### src/rtl/vt_sync_pkg.sv
// Shared definitions for the interlaced sync timing generator.
// Assumes: output vector positions below are used by every sub-block.
package vt_sync_pkg;
    typedef enum logic {
        STD_525 = 1'b0,
        STD_625 = 1'b1
    } vt_std_e;

    localparam int SIG_HS  = 0;
    localparam int SIG_VS  = 1;
    localparam int SIG_FLD = 2;
    localparam int SIG_NUM = 3;
endpackage

### src/rtl/vt_line_counter.sv
// Clock-in-half-line and half-line-in-frame counters with standard latch.
// Assumes: line periods are even; the standard is taken only at frame wrap
// (or during reset) so a frame never mixes two line lengths.
module vt_line_counter
    import vt_sync_pkg::*;
#(
    parameter int LINE_CLK_525 = 1716,
    parameter int LINE_CLK_625 = 1728,
    parameter int LINES_525    = 525,
    parameter int LINES_625    = 625,
    parameter int HP_W         = 10,
    parameter int HL_W         = 11
) (
    input  logic            clk,
    input  logic            rst_n,
    input  vt_std_e         std_sel,
    output logic            run,
    output vt_std_e         std_cur,
    output logic [HP_W-1:0] hpos,
    output logic [HL_W-1:0] half_cnt,
    output logic [HP_W-1:0] half_len,
    output logic [HL_W-1:0] lines_num
);
    localparam logic [HP_W-1:0] HALF_525 = HP_W'(LINE_CLK_525 / 2);
    localparam logic [HP_W-1:0] HALF_625 = HP_W'(LINE_CLK_625 / 2);
    localparam logic [HL_W-1:0] NUM_525  = HL_W'(LINES_525);
    localparam logic [HL_W-1:0] NUM_625  = HL_W'(LINES_625);

    logic end_of_half;
    logic end_of_frame;

    // Geometry of the standard currently in force.
    always_comb begin
        half_len  = (std_cur == STD_625) ? HALF_625 : HALF_525;
        lines_num = (std_cur == STD_625) ? NUM_625  : NUM_525;
    end

    // Wrap points of the two counters.
    assign end_of_half  = (hpos == half_len - 1'b1);
    assign end_of_frame = (half_cnt == (lines_num << 1) - 1'b1);

    // Advance counters; hold at zero for one cycle after reset, latch standard at wrap.
    always_ff @(posedge clk) begin
        if (!rst_n) begin
            run      <= 1'b0;
            hpos     <= '0;
            half_cnt <= '0;
            std_cur  <= std_sel;
        end else if (!run) begin
            run <= 1'b1;
        end else if (end_of_half) begin
            hpos <= '0;
            if (end_of_frame) begin
                half_cnt <= '0;
                std_cur  <= std_sel;
            end else begin
                half_cnt <= half_cnt + 1'b1;
            end
        end else begin
            hpos <= hpos + 1'b1;
        end
    end
endmodule

### src/rtl/vt_sync_decode.sv
// Decodes active-high horizontal sync, vertical sync and odd-field flag
// from the counters. Assumes an odd number of lines per frame, and a
// field lead shorter than one half-line.
module vt_sync_decode
    import vt_sync_pkg::*;
#(
    parameter int HS_WIDTH      = 127,
    parameter int VS_HALVES_525 = 6,
    parameter int VS_HALVES_625 = 5,
    parameter int FIELD_LEAD    = 32,
    parameter int HP_W          = 10,
    parameter int HL_W          = 11
) (
    input  logic            clk,
    input  logic            rst_n,
    input  logic            run,
    input  vt_std_e         std_cur,
    input  logic [HP_W-1:0] hpos,
    input  logic [HL_W-1:0] half_cnt,
    input  logic [HP_W-1:0] half_len,
    input  logic [HL_W-1:0] lines_num,
    output logic            hs_act,
    output logic            vs_act,
    output logic            fld_odd
);
    localparam logic [HP_W-1:0] HS_W_V = HP_W'(HS_WIDTH);
    localparam logic [HP_W-1:0] LEAD_V = HP_W'(FIELD_LEAD);
    localparam logic [HL_W-1:0] VH_525 = HL_W'(VS_HALVES_525);
    localparam logic [HL_W-1:0] VH_625 = HL_W'(VS_HALVES_625);

    logic [HL_W-1:0] vs_len;
    logic            in_odd_vs;
    logic            in_even_vs;
    logic            fld_toggle;
    logic            fld_even;

    // Vertical sync length for the current standard.
    assign vs_len = (std_cur == STD_625) ? VH_625 : VH_525;

    // Line-start horizontal pulse.
    assign hs_act = run && !half_cnt[0] && (hpos < HS_W_V);

    // Odd field sync from half-line 0, even field sync from mid-frame.
    assign in_odd_vs  = (half_cnt < vs_len);
    assign in_even_vs = (half_cnt >= lines_num) && (half_cnt < lines_num + vs_len);
    assign vs_act     = run && (in_odd_vs || in_even_vs);

    // Toggle point: the clock before the field lead window opens.
    assign fld_toggle = run && (hpos == half_len - LEAD_V - 1'b1) &&
                        ((half_cnt == lines_num - 1'b1) ||
                         (half_cnt == (lines_num << 1) - 1'b1));

    // Field flag register, odd after reset.
    always_ff @(posedge clk) begin
        if (!rst_n) begin
            fld_even <= 1'b0;
        end else if (fld_toggle) begin
            fld_even <= ~fld_even;
        end
    end

    assign fld_odd = ~fld_even;
endmodule

### src/rtl/vt_pol_out.sv
// Applies a per-signal polarity bit to active-high timing flags.
// Assumes: polarity 0 means the pin is low while its flag is set.
module vt_pol_out #(
    parameter int N = 3
) (
    input  logic [N-1:0] act,
    input  logic [N-1:0] pol,
    output logic [N-1:0] pin
);
    for (genvar g = 0; g < N; g++) begin : g_pin
        // Drive pin to the polarity level while active, else its complement.
        assign pin[g] = act[g] ? pol[g] : ~pol[g];
    end
endmodule

### src/rtl/vt_sync_gen.sv
// Top of the interlaced sync timing generator (timing master only).
// Assumes: clk is the line-rate multiple given by the LINE_CLK parameters;
// lines per frame odd; FIELD_LEAD below half a line period.
module vt_sync_gen
    import vt_sync_pkg::*;
#(
    parameter int LINE_CLK_525  = 1716,
    parameter int LINE_CLK_625  = 1728,
    parameter int LINES_525     = 525,
    parameter int LINES_625     = 625,
    parameter int HS_WIDTH      = 127,
    parameter int VS_HALVES_525 = 6,
    parameter int VS_HALVES_625 = 5,
    parameter int FIELD_LEAD    = 32,
    localparam int LINES_MAX    = (LINES_525 > LINES_625) ? LINES_525 : LINES_625,
    localparam int CLK_MAX      = (LINE_CLK_525 > LINE_CLK_625) ? LINE_CLK_525 : LINE_CLK_625,
    localparam int HP_W         = $clog2(CLK_MAX / 2 + 1),
    localparam int HL_W         = $clog2(2 * LINES_MAX + 1)
) (
    input  logic            clk,
    input  logic            rst_n,
    input  logic            std_sel,
    input  logic            pol_hsync,
    input  logic            pol_vsync,
    input  logic            pol_field,
    output logic            hsync,
    output logic            vsync,
    output logic            field,
    output logic [HL_W-1:0] half_cnt,
    output logic [HL_W-2:0] line_cnt
);
    logic               run;
    vt_std_e            std_cur;
    logic [HP_W-1:0]    hpos;
    logic [HP_W-1:0]    half_len;
    logic [HL_W-1:0]    lines_num;
    logic               hs_act;
    logic               vs_act;
    logic               fld_odd;
    logic [SIG_NUM-1:0] act_vec;
    logic [SIG_NUM-1:0] pol_vec;
    logic [SIG_NUM-1:0] pin_vec;

    vt_line_counter #(
        .LINE_CLK_525 (LINE_CLK_525),
        .LINE_CLK_625 (LINE_CLK_625),
        .LINES_525    (LINES_525),
        .LINES_625    (LINES_625),
        .HP_W         (HP_W),
        .HL_W         (HL_W)
    ) u_cnt (
        .clk       (clk),
        .rst_n     (rst_n),
        .std_sel   (vt_std_e'(std_sel)),
        .run       (run),
        .std_cur   (std_cur),
        .hpos      (hpos),
        .half_cnt  (half_cnt),
        .half_len  (half_len),
        .lines_num (lines_num)
    );

    vt_sync_decode #(
        .HS_WIDTH      (HS_WIDTH),
        .VS_HALVES_525 (VS_HALVES_525),
        .VS_HALVES_625 (VS_HALVES_625),
        .FIELD_LEAD    (FIELD_LEAD),
        .HP_W          (HP_W),
        .HL_W          (HL_W)
    ) u_dec (
        .clk       (clk),
        .rst_n     (rst_n),
        .run       (run),
        .std_cur   (std_cur),
        .hpos      (hpos),
        .half_cnt  (half_cnt),
        .half_len  (half_len),
        .lines_num (lines_num),
        .hs_act    (hs_act),
        .vs_act    (vs_act),
        .fld_odd   (fld_odd)
    );

    // Gather flags and polarities in package order.
    always_comb begin
        act_vec          = '0;
        pol_vec          = '0;
        act_vec[SIG_HS]  = hs_act;
        act_vec[SIG_VS]  = vs_act;
        act_vec[SIG_FLD] = fld_odd;
        pol_vec[SIG_HS]  = pol_hsync;
        pol_vec[SIG_VS]  = pol_vsync;
        pol_vec[SIG_FLD] = pol_field;
    end

    vt_pol_out #(.N(SIG_NUM)) u_pol (
        .act (act_vec),
        .pol (pol_vec),
        .pin (pin_vec)
    );

    assign hsync    = pin_vec[SIG_HS];
    assign vsync    = pin_vec[SIG_VS];
    assign field    = pin_vec[SIG_FLD];
    assign line_cnt = half_cnt[HL_W-1:1];
endmodule

### config.mk
export PLATFORM = sky130hd
export DESIGN_NAME = vt_sync_gen
export DESIGN_NICKNAME = d
export VERILOG_FILES = /design/src/rtl/vt_sync_pkg.sv /design/src/rtl/vt_line_counter.sv /design/src/rtl/vt_sync_decode.sv /design/src/rtl/vt_pol_out.sv /design/src/rtl/vt_sync_gen.sv
export SDC_FILE = /design/constraint.sdc
export NUM_CORES = 1
export LEC_CHECK = 0
export CAP_MARGIN = 40
export CORE_MARGIN = 1.5
export CORE_UTILIZATION = 52
export CTS_CLUSTER_DIAMETER = 30
export CTS_CLUSTER_SIZE = 8
export DETAILED_ROUTE_END_ITERATION = 7
export GPL_ROUTABILITY_DRIVEN = 1
export GPL_TIMING_DRIVEN = 0
export HOLD_SLACK_MARGIN = 0.02
export PLACE_DENSITY = 0.83
export REMOVE_ABC_BUFFERS = 1
export SLEW_MARGIN = 20
export SYNTH_ARGS = -nofsm -noshare
export SYNTH_HDL_FRONTEND = slang
export SYNTH_SLANG_ARGS = --single-unit
### constraint.sdc
create_clock -name clk -period 2.3 [get_ports clk]
set_input_delay 0.46 -clock clk [delete_from_list [all_inputs] [get_ports clk]]
set_output_delay 0.46 -clock clk [all_outputs]
set_load 0.03 [all_outputs]
==> run_results.csv <==
group,metric,value,unit
floorplanning,rows,19,
power_and_ir_drop,ir_drop,0.0002621,V
setup_path,arrival,2.26,ns
route,drt_iter0_markers,112,
clocking,htreeDepth,1,
grt,grt_pass1_wl,6258,µm
setup_path,worstPathMaxFanout,4,
power_and_ir_drop,leakagePower,0.6936,nW
worst_hold_path,whs_path_depth,2,
sta,fmaxAchievable,367.2,MHz
synth,synth_top_cells_by_area,"dfxtp_1, ha_1, buf_4",
power_and_ir_drop,switching_share,24.23,%
floorplanning,io_pins,30,
synth,avgSynthCellArea,8.696,µm²
synth,yosysWarnings,0,
placement,routabilityCongestion,0.8002,
status,violations,"DRC, setup timing",
clocking,numCtsBuffers,3,
sta,fin_ws,-0.4234,ns
synth,ys_seq_area_share,31.16,%
placement,dp.final_hpwl,2651,µm
route,vias_per_cell,6.400,
finish,design_area,0.001899,mm²
power_and_ir_drop,p_per_area,383.6,mW/mm²
sta,max_slew_margin,62.51,%
floorplanning,die_area,0.003366,mm²
sta,rsz0062_at_grt,"true",
finish,antenna_cells,0,
placement,port_buffers,29,
power_and_ir_drop,switchingPower,0.1765,mW
grt,gr-total-overflow,0,
setup_path,rrSetupSlack,0.09,ns
setup_path,crit_path_end_kind,"output port",
sta,period_share,118.4,%
floorplanning,start_util,56.11,%
grt,track_usage,23.80,%
route,routed_wl,3806,µm
floorplanning,die_h,58.02,µm
clocking,clkTransAtPathRegs,0.14,ns
grt,antenna_found_initial,0,
synth,synth_top_area_cell,"dfxtp_1",
sta,hold_viol_final,0,
synth,ys_types,45,
clocking,tritoncts,"yes",
synth,synth_top_area_share,29.25,%
sta,maxSlewViolCount,0,
finish,drive_gt1_share,11.27,%
setup_path,cp.required,1.84,ns
setup_path,reg2reg_to,"u_cnt.half_cnt[10]$_SDFFE_PN0P_",
power_and_ir_drop,combPwrFrac,9.4,%
synth,ys_seq_elements,24,
route,ant_nets,0,
flow_run,maxCapViolations,0,
placement,place_ws,-0.7820,ns
route,num_vias,1504,
clocking,clk_latency,0.32,ns
setup_path,worstSetupPathType,"reg -> out",
clocking,clockBufferDepth,2,
synth,synth_edf_count,1,
sta,worst-slew-pin-transition,0.5597,ns
grt,grt_pass1_vias,1402,
setup_path,reg2regPathDepth,7,
power_and_ir_drop,p_int,0.5521,mW
grt,grt_max_degree,23,
sta,skew,0.01390,ns
power_and_ir_drop,clkPwrFrac,30.8,%
floorplanning,core_area,0.002805,mm²
status,status,"finished, violations left",
finish,layout.nets,222,
sta,finalWorstPathRequiredPeriod,2.723,ns
worst_hold_path,hp-class,"reg -> reg",
synth,synthCells,181,
route,routedWlPerCell,16.20,µm
sta,setup_total_negative_slack,-0.4234,ns
placement,place_area,0.001799,mm²
floorplanning,die_x,58.02,µm
power_and_ir_drop,seqPwrFrac,59.8,%
sta,holdWs,0.5075,ns
route,dr.pass1.iters,8,
placement,dp_cells,226,
route,drc,2,
synth,synth_ff_type,"dfxtp_1",
worst_hold_path,hold_start,"u_dec.fld_even$_SDFFE_PN0P_",
finish,syn_to_final_growth,20.67,%
clocking,hold_buffers,0,
sta,setup_viol,1,
clocking,clock_sinks,24,
synth,synthMostInstantiatedCell,"dfxtp_1",
synth,synthArstFlopShare,0,%
worst_hold_path,hold-path-endpoint,"u_dec.fld_even$_SDFFE_PN0P_",
setup_path,worstSetupStartpointType,"flip-flop",
synth,yosys-top-cells-count,"dfxtp_1, nor2_1, ha_1",
finish,layout.cells.non_filler,235,
setup_path,r2r-start,"u_cnt.std_cur$_DFFE_PP_",
synth,netlist_area,0.001574,mm²
finish,fin_util,67.71,%
clocking,ctsRootBufferMaster,"clkbuf_4",
power_and_ir_drop,power.total,0.7287,mW
==> worst max-delay path, stage by stage, from the launching register on <==
cell      delay, ns
edfxtp_1       0.51
inv_1          0.17
ha_1           0.28
o211a_1        0.14
o311ai_1       0.31
a211oi_1       0.13
nor3b_1        0.21
buf_4          0.19
==> layer usage <==
layer | wire, µm | global-route usage [%] | share of wire [%]
met5 | 0 | 0 | 0
met4 | 115 | 10.30 | 3.0
met3 | 213 | 3.571 | 5.6
met2 | 1925 | 40.75 | 51
met1 | 1552 | 29.65 | 41
==> what timing repair did <==
action | CTS | global route
cloned | 0 | 0
pin swaps | 1 | 1
setup endpoints to repair | 13 | 13
resized for setup | 19 | 5
setup buffers | 3 | 2
==> layout by cell type (no fill, tap or decap), drive strengths merged, types with 5 or more instances in the layout <==
cell type | Yosys | layout
a21oi | 9 | 9
buf | 14 | 7
clkdlybuf4s50 | 0 | 27
dfxtp | 23 | 23
ha | 11 | 11
inv | 8 | 8
nand2 | 9 | 9
nand3 | 9 | 9
nand4 | 8 | 8
nor2 | 12 | 12
o21ai | 5 | 5
o31ai | 5 | 5
or4 | 6 | 6
xnor2 | 5 | 5
xor2 | 8 | 8
==> cells by family after synthesis <==
| group | Yosys count | share of synthesized area (%) |
|---|---|---|
| mux | 2 | 1.272 |
| flops | 24 | 31.16 |
| buf+inv | 23 | 8.505 |
| compound gates | 31 | 13.83 |
| simple gates | 77 | 29.25 |
| fa+ha+maj | 11 | 8.744 |
| xor+xnor | 13 | 7.234 |
==> power by group through the flow <==
stage | clock (mW) | combinational, mW | sequential [mW]
after floorplan | 0 | 0.0370 | 0.443
after CTS | 0.228 | 0.0658 | 0.436
after global placement | 0 | 0.0590 | 0.447
after detailed placement | 0 | 0.0617 | 0.447
final | 0.225 | 0.0682 | 0.436
after global routing | 0.243 | 0.0747 | 0.437
==> final cells by class <==
cell class	instances	area [µm²]
Multi-Input combinational cell	134	972.2
Fill cell	222	905.9
Sequential cell	24	501.7
Timing Repair Buffer	34	320.3
Tap cell	31	38.79
Clock buffer	4	36.28
Inverter	8	30.03
==> flip-flops by register name (all words and copies together) (netlist names) <==
signal          cells
u_cnt.run           1
u_dec.fld_even      1
u_cnt.half_cnt     11
u_cnt.hpos         10
u_cnt.std_cur       1
==> how the worst max path moves through the flow <==
stage	start	endpoint	slack [ns]
6_report	u_cnt.std_cur$_DFFE_PP_	vsync	-0.42
5_1_grt	u_cnt.half_cnt[0]$_SDFFE_PN0P_	vsync	-0.51
4_1_cts	u_cnt.std_cur$_DFFE_PP_	vsync	-0.36
3_5_place_dp	u_cnt.half_cnt[1]$_SDFFE_PN0P_	vsync	-0.78
3_3_place_gp	u_cnt.half_cnt[1]$_SDFFE_PN0P_	vsync	-0.75
2_1_floorplan	u_cnt.half_cnt[1]$_SDFFE_PN0P_	vsync	-0.91
(Power assumes the default switching activity.)
